[src/rtl/flash_seq_pkg.sv]
package flash_seq_pkg;

   typedef enum logic [1:0] {
      OP_PROG = 2'd0,
      OP_CHIP = 2'd1,
      OP_SECT = 2'd2,
      OP_BAD  = 2'd3
   } op_e;

   typedef enum logic [1:0] {
      RC_DONE    = 2'd0,
      RC_DEVFAIL = 2'd1,
      RC_HOSTTMO = 2'd2,
      RC_REJECT  = 2'd3
   } rc_e;

   typedef struct packed {
      logic [15:0] addr;
      logic [7:0]  data;
   } cmd_word_t;

   localparam logic [15:0] KEY_ADDR_A = 16'h5555;
   localparam logic [15:0] KEY_ADDR_B = 16'h2AAA;

   // Generic step table; the top overrides the target-address steps.
   function automatic cmd_word_t seq_word(input op_e op, input logic rst_seq,
                                          input logic [2:0] step);
      cmd_word_t w;
      case (step)
         3'd0:    w = '{addr: KEY_ADDR_A, data: 8'hAA};
         3'd1:    w = '{addr: KEY_ADDR_B, data: 8'h55};
         3'd2:    w = '{addr: KEY_ADDR_A,
                        data: rst_seq ? 8'hF0 : ((op == OP_PROG) ? 8'hA0 : 8'h80)};
         3'd3:    w = '{addr: KEY_ADDR_A, data: 8'hAA};
         3'd4:    w = '{addr: KEY_ADDR_B, data: 8'h55};
         default: w = '{addr: KEY_ADDR_A, data: 8'h10};
      endcase
      return w;
   endfunction

endpackage

[src/rtl/flash_bus_cycle.sv]
module flash_bus_cycle #(
   parameter int ADDR_W    = 17,
   parameter int DATA_W    = 8,
   parameter int SETUP_CYC = 2,
   parameter int PULSE_CYC = 3,
   parameter int HOLD_CYC  = 1
) (
   input  logic              clk,
   input  logic              rst_n,
   input  logic              start,
   input  logic              is_rd,
   input  logic [ADDR_W-1:0] addr,
   input  logic [DATA_W-1:0] wdata,
   output logic              done,
   output logic [DATA_W-1:0] rdata,
   output logic [ADDR_W-1:0] fl_addr,
   output logic [DATA_W-1:0] fl_dout,
   output logic              fl_dq_oe,
   input  logic [DATA_W-1:0] fl_din,
   output logic              fl_ce_n,
   output logic              fl_we_n,
   output logic              fl_oe_n
);
   localparam int MAXC  = (SETUP_CYC > PULSE_CYC) ?
                          ((SETUP_CYC > HOLD_CYC) ? SETUP_CYC : HOLD_CYC) :
                          ((PULSE_CYC > HOLD_CYC) ? PULSE_CYC : HOLD_CYC);
   localparam int CNT_W = $clog2(MAXC + 1);

   typedef enum logic [1:0] {PH_IDLE, PH_SETUP, PH_PULSE, PH_HOLD} phase_e;

   phase_e            ph_q;
   logic [CNT_W-1:0]  cnt_q;
   logic              rd_q;
   logic [ADDR_W-1:0] addr_q;
   logic [DATA_W-1:0] data_q;

   always_ff @(posedge clk or negedge rst_n) begin
      if (!rst_n) begin
         ph_q   <= PH_IDLE;
         cnt_q  <= '0;
         rd_q   <= 1'b0;
         addr_q <= '0;
         data_q <= '0;
         rdata  <= '0;
         done   <= 1'b0;
      end else begin
         done <= 1'b0;
         case (ph_q)
            PH_IDLE: if (start) begin
               ph_q   <= PH_SETUP;
               cnt_q  <= '0;
               rd_q   <= is_rd;
               addr_q <= addr;
               data_q <= is_rd ? '0 : wdata;
            end
            PH_SETUP: if (cnt_q == CNT_W'(SETUP_CYC - 1)) begin
               ph_q  <= PH_PULSE;
               cnt_q <= '0;
            end else cnt_q <= cnt_q + 1'b1;
            PH_PULSE: if (cnt_q == CNT_W'(PULSE_CYC - 1)) begin
               ph_q  <= PH_HOLD;
               cnt_q <= '0;
               if (rd_q) rdata <= fl_din;
            end else cnt_q <= cnt_q + 1'b1;
            default: if (cnt_q == CNT_W'(HOLD_CYC - 1)) begin
               ph_q  <= PH_IDLE;
               cnt_q <= '0;
               done  <= 1'b1;
            end else cnt_q <= cnt_q + 1'b1;
         endcase
      end
   end

   assign fl_addr  = addr_q;
   assign fl_dout  = data_q;
   assign fl_dq_oe = (ph_q != PH_IDLE) && !rd_q;
   assign fl_ce_n  = (ph_q != PH_PULSE);
   assign fl_we_n  = !((ph_q == PH_PULSE) && !rd_q);
   assign fl_oe_n  = !((ph_q == PH_PULSE) && rd_q);

endmodule

[src/rtl/flash_sect_scan.sv]
module flash_sect_scan #(
   parameter int N = 8,
   parameter int W = $clog2(N)
) (
   input  logic [N-1:0] mask,
   output logic [W-1:0] idx,
   output logic [N-1:0] onehot,
   output logic         any
);
   logic [N:0] seen;

   assign seen[0] = 1'b0;
   for (genvar g = 0; g < N; g++) begin : g_chain
      assign onehot[g]  = mask[g] & ~seen[g];
      assign seen[g+1]  = seen[g] | mask[g];
   end
   assign any = seen[N];

   always_comb begin
      idx = '0;
      for (int i = 0; i < N; i++)
         if (onehot[i]) idx = idx | W'(i);
   end

endmodule

[src/rtl/flash_poll_eval.sv]
module flash_poll_eval #(
   parameter int DATA_W = 8
) (
   input  logic [DATA_W-1:0] rd,
   input  logic              exp_b7,
   input  logic              is_prog,
   output logic              complete,
   output logic              limit_hit
);
   assign complete  = is_prog ? (rd[7] == exp_b7) : rd[7];
   assign limit_hit = rd[5];
endmodule

[src/rtl/flash_cmd_seq.sv]
module flash_cmd_seq
   import flash_seq_pkg::*;
#(
   parameter int ADDR_W       = 17,
   parameter int DATA_W       = 8,
   parameter int NUM_SECT     = 8,
   parameter int SETUP_CYC    = 2,
   parameter int PULSE_CYC    = 3,
   parameter int HOLD_CYC     = 1,
   parameter int POLL_LIMIT   = 1000,
   parameter int SECT_GAP_CYC = 4000
) (
   input  logic                clk,
   input  logic                rst_n,
   input  logic                req_valid,
   output logic                req_ready,
   input  logic [1:0]          req_op,
   input  logic [ADDR_W-1:0]   req_addr,
   input  logic [DATA_W-1:0]   req_data,
   input  logic [NUM_SECT-1:0] req_sect_mask,
   output logic                rsp_valid,
   output logic [1:0]          rsp_code,
   output logic [ADDR_W-1:0]   fl_addr,
   output logic [DATA_W-1:0]   fl_dout,
   output logic                fl_dq_oe,
   input  logic [DATA_W-1:0]   fl_din,
   output logic                fl_ce_n,
   output logic                fl_we_n,
   output logic                fl_oe_n
);
   localparam int SECT_W     = $clog2(NUM_SECT);
   localparam int SECT_SHIFT = ADDR_W - SECT_W;
   localparam int POLL_W     = $clog2(POLL_LIMIT + 1);
   localparam int BUS_LEN    = SETUP_CYC + PULSE_CYC + HOLD_CYC + 1;

   if (ADDR_W < 15)                          begin : g_bad_aw   $error("ADDR_W too small for command addresses"); end
   if (DATA_W < 8)                           begin : g_bad_dw   $error("DATA_W must be at least 8"); end
   if (NUM_SECT < 2 || (1 << SECT_W) != NUM_SECT) begin : g_bad_ns $error("NUM_SECT must be a power of two >= 2"); end
   if (SETUP_CYC < 1 || PULSE_CYC < 1 || HOLD_CYC < 1) begin : g_bad_ph $error("phase lengths must be >= 1"); end
   if (POLL_LIMIT < 1)                       begin : g_bad_pl   $error("POLL_LIMIT must be >= 1"); end
   if (BUS_LEN >= SECT_GAP_CYC)              begin : g_bad_gap  $error("bus cycle exceeds sector queue window"); end

   typedef enum logic [2:0] {ST_IDLE, ST_CMD, ST_POLL, ST_RECHK, ST_RST, ST_RESP} st_e;

   st_e                 st_q;
   op_e                 op_q;
   rc_e                 code_q;
   logic [ADDR_W-1:0]   addr_q, poll_addr_q;
   logic [DATA_W-1:0]   data_q;
   logic [NUM_SECT-1:0] mask_q;
   logic [2:0]          step_q;
   logic [POLL_W-1:0]   polls_q;
   logic                go_q;

   logic [SECT_W-1:0]   idx_req, idx_rem;
   logic [NUM_SECT-1:0] oh_req, oh_rem;
   logic                any_req, any_rem;
   logic                bus_done, bus_rd, complete, limit_hit;
   logic [DATA_W-1:0]   bus_rdata, bus_data;
   logic [ADDR_W-1:0]   bus_addr;
   cmd_word_t           w;
   op_e                 req_op_e;

   assign req_op_e = op_e'(req_op);

   flash_sect_scan #(.N(NUM_SECT), .W(SECT_W)) u_scan_req (
      .mask(req_sect_mask), .idx(idx_req), .onehot(oh_req), .any(any_req));
   flash_sect_scan #(.N(NUM_SECT), .W(SECT_W)) u_scan_rem (
      .mask(mask_q), .idx(idx_rem), .onehot(oh_rem), .any(any_rem));

   function automatic logic [ADDR_W-1:0] sect_base(input logic [SECT_W-1:0] i);
      return ADDR_W'(i) << SECT_SHIFT;
   endfunction

   always_comb begin
      w        = seq_word(op_q, st_q == ST_RST, step_q);
      bus_addr = ADDR_W'(w.addr);
      bus_data = DATA_W'(w.data);
      bus_rd   = 1'b0;
      case (st_q)
         ST_CMD: begin
            if (op_q == OP_PROG && step_q == 3'd3) begin
               bus_addr = addr_q;
               bus_data = data_q;
            end else if (op_q == OP_SECT && step_q == 3'd5) begin
               bus_addr = sect_base(idx_rem);
               bus_data = DATA_W'(8'h30);
            end
         end
         ST_POLL, ST_RECHK: begin
            bus_addr = poll_addr_q;
            bus_data = '0;
            bus_rd   = 1'b1;
         end
         default: ;
      endcase
   end

   flash_bus_cycle #(
      .ADDR_W(ADDR_W), .DATA_W(DATA_W),
      .SETUP_CYC(SETUP_CYC), .PULSE_CYC(PULSE_CYC), .HOLD_CYC(HOLD_CYC)
   ) u_bus (
      .clk(clk), .rst_n(rst_n), .start(go_q), .is_rd(bus_rd),
      .addr(bus_addr), .wdata(bus_data), .done(bus_done), .rdata(bus_rdata),
      .fl_addr(fl_addr), .fl_dout(fl_dout), .fl_dq_oe(fl_dq_oe), .fl_din(fl_din),
      .fl_ce_n(fl_ce_n), .fl_we_n(fl_we_n), .fl_oe_n(fl_oe_n));

   flash_poll_eval #(.DATA_W(DATA_W)) u_eval (
      .rd(bus_rdata), .exp_b7(data_q[7]), .is_prog(op_q == OP_PROG),
      .complete(complete), .limit_hit(limit_hit));

   always_ff @(posedge clk or negedge rst_n) begin
      if (!rst_n) begin
         st_q        <= ST_IDLE;
         op_q        <= OP_PROG;
         code_q      <= RC_DONE;
         addr_q      <= '0;
         poll_addr_q <= '0;
         data_q      <= '0;
         mask_q      <= '0;
         step_q      <= '0;
         polls_q     <= '0;
         go_q        <= 1'b0;
      end else begin
         go_q <= 1'b0;
         case (st_q)
            ST_IDLE: if (req_valid) begin
               op_q        <= req_op_e;
               addr_q      <= req_addr;
               data_q      <= req_data;
               mask_q      <= req_sect_mask;
               poll_addr_q <= (req_op_e == OP_SECT) ? sect_base(idx_req) : req_addr;
               step_q      <= '0;
               polls_q     <= '0;
               if (req_op_e == OP_BAD || (req_op_e == OP_SECT && !any_req)) begin
                  code_q <= RC_REJECT;
                  st_q   <= ST_RESP;
               end else begin
                  st_q <= ST_CMD;
                  go_q <= 1'b1;
               end
            end
            ST_CMD: if (bus_done) begin
               go_q <= 1'b1;
               if (op_q == OP_SECT && step_q == 3'd5) begin
                  mask_q <= mask_q & ~oh_rem;
                  if ((mask_q & ~oh_rem) == '0) st_q <= ST_POLL;
               end else if ((op_q == OP_PROG && step_q == 3'd3) ||
                            (op_q == OP_CHIP && step_q == 3'd5)) begin
                  st_q <= ST_POLL;
               end else begin
                  step_q <= step_q + 3'd1;
               end
            end
            ST_POLL: if (bus_done) begin
               polls_q <= polls_q + 1'b1;
               if (complete) begin
                  code_q <= RC_DONE;
                  st_q   <= ST_RESP;
               end else if (limit_hit) begin
                  st_q <= ST_RECHK;
                  go_q <= 1'b1;
               end else if (polls_q == POLL_W'(POLL_LIMIT - 1)) begin
                  code_q <= RC_HOSTTMO;
                  st_q   <= ST_RESP;
               end else begin
                  go_q <= 1'b1;
               end
            end
            ST_RECHK: if (bus_done) begin
               if (complete) begin
                  code_q <= RC_DONE;
                  st_q   <= ST_RESP;
               end else begin
                  step_q <= '0;
                  st_q   <= ST_RST;
                  go_q   <= 1'b1;
               end
            end
            ST_RST: if (bus_done) begin
               if (step_q == 3'd2) begin
                  code_q <= RC_DEVFAIL;
                  st_q   <= ST_RESP;
               end else begin
                  step_q <= step_q + 3'd1;
                  go_q   <= 1'b1;
               end
            end
            default: st_q <= ST_IDLE;
         endcase
      end
   end

   assign req_ready = (st_q == ST_IDLE);
   assign rsp_valid = (st_q == ST_RESP);
   assign rsp_code  = code_q;

endmodule

[config.mk]
export PLATFORM = sky130hd
export DESIGN_NAME = flash_cmd_seq
export DESIGN_NICKNAME = d
export VERILOG_FILES = /design/src/rtl/flash_seq_pkg.sv /design/src/rtl/flash_bus_cycle.sv /design/src/rtl/flash_sect_scan.sv /design/src/rtl/flash_poll_eval.sv /design/src/rtl/flash_cmd_seq.sv
export SDC_FILE = /design/constraint.sdc
export NUM_CORES = 1
export LEC_CHECK = 0
export BUFFER_PORTS_ARGS = -buffer_cell sky130_fd_sc_hd__buf_2
export CAP_MARGIN = 40
export CORE_AREA = 2 2 131 133
export CTS_CLUSTER_SIZE = 25
export DETAILED_ROUTE_END_ITERATION = 8
export DIE_AREA = 0 0 133 135
export PLACE_DENSITY = 0.5
export SLEW_MARGIN = 15
export SYNTH_ARGS = -nofsm -noshare
export SYNTH_HDL_FRONTEND = slang
export SYNTH_SLANG_ARGS = --single-unit
[constraint.sdc]
create_clock -name clk -period 6.5 [get_ports clk]
set_clock_uncertainty 0.05 [all_clocks]
set_input_delay 0.325 -clock clk [delete_from_list [all_inputs] [get_ports clk]]
set_output_delay 0.325 -clock clk [all_outputs]
set_load 0.005 [all_outputs]
=== Yosys cells after proc, flatten, opt, wreduce, memory -nomap -nowiden ===
Index checks and enable logic that the tools add are counted.

* Register bits: 110
* Bits in latches: 0
* RAM bits: 0
* Bits in read-only memories: 0
* Bits of input ports: 46
* Output and inout port bits: 33
* Word-level logic and storage cells: 236
* Memories: 0

* $add $sub $neg: 3
* $mul: 0
* Div/mod/pow operators: 0
* $lt $le $gt $ge: 0
* Equality and inequality tests: 42
* Shifts and indexed selects: 0
* Mux-type cells: 93
* Bitwise operators: 43
* Reductions and logical operators: 38

{| class="wikitable"
|+ Operators with widths
! operator !! count
|-
| $mux 3 || 29
|-
| $pmux 23 s3 || 1
|-
| $mux 17 || 3
|-
| $mux 8 || 6
|-
| $mux 2 || 22
|-
| $pmux 17 s2 || 1
|-
| $pmux 8 s2 || 2
|-
| $mux 10 || 2
|-
| $pmux 10 s2 || 1
|-
| $mux 1 || 18
|-
| $ne 2x2->1 const B || 9
|-
| $reduce_and 9->1 || 2
|-
| $ne 2x1->1 const B || 8
|-
| $pmux 3 s5 || 1
|-
| $and 1x1->1 || 14
|-
| $not 1->1 || 14
|-
| $or 1x1->1 || 13
|-
| $eq 3x2->1 const B || 4
|-
| $eq 3x3->1 const B || 4
|-
| $ne 3x3->1 const B || 4
|-
| $pmux 2 s3 || 2
|-
| $pmux 3 s4 || 1
|-
| $reduce_bool 4->1 || 3
|-
| $add 10x1->10 const B || 1
|-
| other kinds (27) || 54
|}

=== Logic depth before layout (Yosys ltp) ===
* Depth in word-level cells: 15
* Gate-level depth with buffers: 9
* Gate-level depth less buffers: 8

=== Hierarchy ===
From an unflattened synthesis, not the netlist that was laid out.

* Cell total of the unflattened synthesis: 651
* Area total of the unflattened synthesis: 6084.6 um2

{| class="wikitable"
|+ By module, submodules not included
! module !! times used !! cells an instance !! area each (um2) !! seq. area each (um2)
|-
| flash_cmd_seq || 1 || 470 || 4025.1 || 1776.7
|-
| flash_bus_cycle || 1 || 130 || 1729.2 || 975.9
|-
| flash_sect_scan || 2 || 24 || 146.4 || 0.0
|-
| flash_poll_eval || 1 || 3 || 37.5 || 0.0
|}

=== Worst setup path after synthesis ===
Ideal clock, no wire load.

* Kind: reg-to-reg
* From: register polls_q[0]
* To: register st_q[0]
* Arrival: 2.047 ns
* Setup slack: 4.279 ns
* Stages on the path, launching flop included: 8
* Buffers on the path: 0
* Cell sequence: dfrtp_1 > ha_1 > nand4_1 > or4_1 > nand2_1 > o211ai_1 > a2111oi_2 > mux2_2

* Cells in the longest elaborated chain, start to end: 3

{| class="wikitable"
|+ Ends and longest elaborated chain
! element !! line !! source
|-
| start, declared || flash_cmd_seq.sv:52 || <nowiki>logic [POLL_W-1:0] polls_q;</nowiki>
|-
| start signal, assigned || flash_cmd_seq.sv:156 || <nowiki>polls_q <= polls_q + 1'b1;</nowiki>
|-
| $eq 10x10->1 || flash_cmd_seq.sv:163 || <nowiki>end else if (polls_q == POLL_W'(POLL_LIMIT - 1)) begin</nowiki>
|-
| $ne 4x3->1 (no source line) || n/a ||
|-
| $reduce_and 9->1 (no source line) || n/a ||
|-
| end signal, assigned || flash_cmd_seq.sv:161 || <nowiki>st_q <= ST_RECHK;</nowiki>
|-
| end signal, assigned || flash_cmd_seq.sv:165 || <nowiki>st_q <= ST_RESP;</nowiki>
|-
| end signal, assigned || flash_cmd_seq.sv:173 || <nowiki>st_q <= ST_RESP;</nowiki>
|-
| end, declared || flash_cmd_seq.sv:45 || <nowiki>st_e st_q;</nowiki>
|}

Every way passes these cells.
A chain may end at the register's enable or synchronous reset.

=== Final worst setup path ===
* From: register st_q[1]
* To: register u_bus.addr_q[6] (netlist: u_bus.fl_addr[6])

* Cells in the longest elaborated chain, start to end: 3
* Elaborated cells between the ends (all ways): 5

{| class="wikitable"
|+ Ends and longest elaborated chain
! element !! line !! source
|-
| start signal, assigned || flash_cmd_seq.sv:114 || <nowiki>st_q <= ST_IDLE;</nowiki>
|-
| start signal, assigned || flash_cmd_seq.sv:137 || <nowiki>st_q <= ST_RESP;</nowiki>
|-
| start signal, assigned || flash_cmd_seq.sv:139 || <nowiki>st_q <= ST_CMD;</nowiki>
|-
| $eq 3x2->1 || flash_cmd_seq.sv:80 || <nowiki>case (st_q)</nowiki>
|-
| $reduce_or 2->1 || flash_cmd_seq.sv:80 ||
|-
| $pmux 17 s2 * || flash_cmd_seq.sv:80 ||
|-
| end signal, assigned || flash_bus_cycle.sv:53 || <nowiki>addr_q <= addr;</nowiki>
|-
| end, declared || flash_bus_cycle.sv:34 || <nowiki>logic [ADDR_W-1:0] addr_q;</nowiki>
|}

Every way passes the cells marked *; elsewhere a longest branch is shown, timed or not.

==> results.yml <==
outcome:
  outcome: "completed"
power:
  pwr_density_cell_nw_per_um2: 457.0
  total_power_mw: 2.871
  p_clk_share_pct: 19.6
  combPwrFrac_pct: 40.5
  peakVddDrop_mv: 0.1629
  p_leak_nw: 2.960
  netSwitchingFraction_pct: 40.59
  p_switching_mw: 1.165
  p_int_mw: 1.706
  pwr-share-seq_pct: 39.9
yosys:
  synth_mux_area_share_pct: 2.211
  synthArstFlopShare_pct: 100.0
  synth-edff-count: 0
  synth_seq_cells: 104
  yosys.area_share.simple_pct: 24.07
  ys_types: 55
  synth_xor_area_share_pct: 1.304
  synth_top_family_by_area: "simple AND/OR/NAND/NOR gates"
  avgSynthCellArea_um2: 8.670
  synth_cells: 620
  yosysSeqAreaShare_pct: 48.42
  syn_area_um2: 5375
  synthFlopType: "dfrtp_1"
  synthAdderAreaFrac_pct: 4.330
  yosysWarningCount: 0
  synth.net_count: 683
  synth-compound-area-share_pct: 16.18
setup_path:
  worstPathArrival_ns: 2.81
  endpoint: "u_bus.fl_addr[6]"
  crit_start: "st_q[1]"
  worst_r2r_endpoint: "u_bus.fl_addr[6]"
  reg2reg_from: "st_q[1]"
  cp_max_fo: 17
  r2r_cells: 6
  worstSetupStartpointType: "flop"
  rrSetupSlack_ns: 3.84
  cp.required_ns: 6.65
  endpoint_kind: "flop"
  crit_type: "reg2reg"
clock_network:
  clkLatencyLatePin_ns: 0.35
  clk_pin_slew_ns: 0.07
  cts-root-buf: "clkbuf_16"
  cts_resized: 0
  clock_sinks: 104
  cts_tree: "built"
  clk_path_buf_depth: 2
  hold_buffers: 1
  numCtsBuffers: 9
  htree_levels: 3
  postCtsSetupBuffers: 0
floorplanning:
  die_w_um: 133
  fp.dieH_um: 135
  fp.dieArea_um2: 17960
  num_rows: 47
  initial_core_util_pct: 32.76
  core-area_um2: 16410
  io_pins: 79
placed_design:
  dp_hpwl_mm: 9.738
  globalplace.congestion: 0.8672
  io_buffers: 72
  dp_slack_ns: 3.850
cells_and_area:
  final_common_cell: "nand2_1"
  n_antenna_cell: 0
  nets: 744
  drive_above_1_share_pct: 16.18
  area_growth_syn_to_layout_pct: 16.85
  nFillCells: 1668
  final_cell_mix: "nand2_1 (160), dfrtp_1 (104), buf_2 (72), o21ai_0 (56), nor2_1 (51)"
timing:
  hold_viol_final: 0
  fin_ws_ns: 3.844
  fin_crit_sh_pct: 40.87
  tightest_slew_ns: 0.8923
  min_period_ns: 2.656
  fin_tns_setup_ns: 0
  clock.fmax_mhz: 376.4
  max_slew_margin_pct: 40.05
  setup_viol: 0
  maxSlewViolCount: 0
  whs_ns: 0.1092
  rsz0062_at_grt: "false"
route:
  dr_wl_met2_mm: 6.555
  first_iter_violations: 266
  highest_layer: "met4"
  wl_met3_um: 477
  drtPass1Iterations: 4
  vias: 4548
  post_drt_wl_per_cell_um: 15.43
  wl_met1_mm: 6.711
  drc: 0
  ant_nets: 0
  viasPerCell: 5.020
  totalWireLength_mm: 13.98
global_route:
  grt_pass1_wl_mm: 23.11
  grt_pass1_vias: 4483
  grt_overflow: 0
  grt_use_total_pct: 16.24
  antenna_found_initial: 0
  grt_max_degree: 55
flow_run:
  maxCapViolations: 0
min_path:
  hp-class: "in2reg"
worst max-delay path, cell delays in order (launching register included):
cell and delay, ns:
dfrtp_1 0.66, nor2b_1 0.51, buf_4 0.28, buf_4 0.22
nor3_1 0.07, nor2_1 0.54, a31oi_1 0.17
synthesized netlist by cell type (9+ instances only):
cell type / count / area (µm²)
nor2b_1: 9 / 56.30
nor2_1: 51 / 191.4
ha_1: 17 / 212.7
a21oi_1: 29 / 145.1
nand2b_1: 9 / 56.30
o21ai_0: 56 / 280.3
nor3_1: 13 / 65.06
nand2_1: 160 / 600.6
clkbuf_1: 22 / 82.58
nand3_1: 22 / 110.1
dfrtp_1: 104 / 2603
a31oi_1: 10 / 62.56
inv_1: 16 / 60.06
power by group through the flow:
stage / Clock, mW / Sequential, mW / Combinational [mW]
4_1_cts: 0.575 / 1.15 / 1.17
3_5_place_dp: 0 / 1.16 / 1.16
2_1_floorplan: 0 / 1.08 / 0.832
5_1_grt: 0.607 / 1.19 / 1.33
3_3_place_gp: 0 / 1.15 / 1.11
6_report: 0.563 / 1.14 / 1.16
cells by family (layout without fill, tap and decap cells):
group,after synthesis,after routing
xor+xnor,8,8
simple gates,290,290
buf+inv,48,114
compound gates,140,140
flops,104,104
mux,11,11
fa+ha+maj,19,19
routing by layer:
metal	vias to the layer above	global-route usage (%)
met3	14	2.177
met5	-	0
met4	0	5.795
met1	2196	22.01
li1	2244	-
met2	94	26.77
how the worst min path moves through the flow:
stage,startpoint,endpoint,slack (ns),cells past startpoint
floorplan,rst_n,addr_q[0],-0.02,0
global route,req_data[5],data_q[5],0.12,3
detailed placement,rst_n,u_bus.fl_addr[11],0.37,1
global placement,rst_n,u_bus.fl_addr[11],0.35,1
CTS,req_data[0],data_q[0],0.1,3
finish,req_data[0],data_q[0],0.11,3
per-stage QoR:
step                util, %  instance area, µm²  cells
finish                38.28                6281    906
global route          38.28                6281    906
CTS                   38.21                6269    905
detailed placement    36.28                5953    888
global placement      36.04                5913    884
floorplan                 -                5375    620
registers in the layout, summed over array words and instances, names as in the netlist, 2 cells and up:
register and count:
addr_q 17, op_q 2, rsp_code 2, u_bus.rdata 2
u_bus.ph_q 2, u_bus.fl_dout 8, u_bus.fl_addr 17, data_q 8
poll_addr_q 17, u_bus.cnt_q 2, polls_q 10, st_q 3
mask_q 8, step_q 3
area by class of cell:
cell class / count / area [µm²] / area share (%)
clock buffers: 11 / 242.7 / 3.865
clock inverters: 5 / 62.56 / 0.9960
inverters: 17 / 63.81 / 1.016
multi-input cells: 468 / 2586 / 41.18
flip-flops and latches: 104 / 2603 / 41.43
well taps: 220 / 275.3 / 4.382
repair buffers: 81 / 447.9 / 7.131
Note: power is estimated with default switching activity, not from simulation.
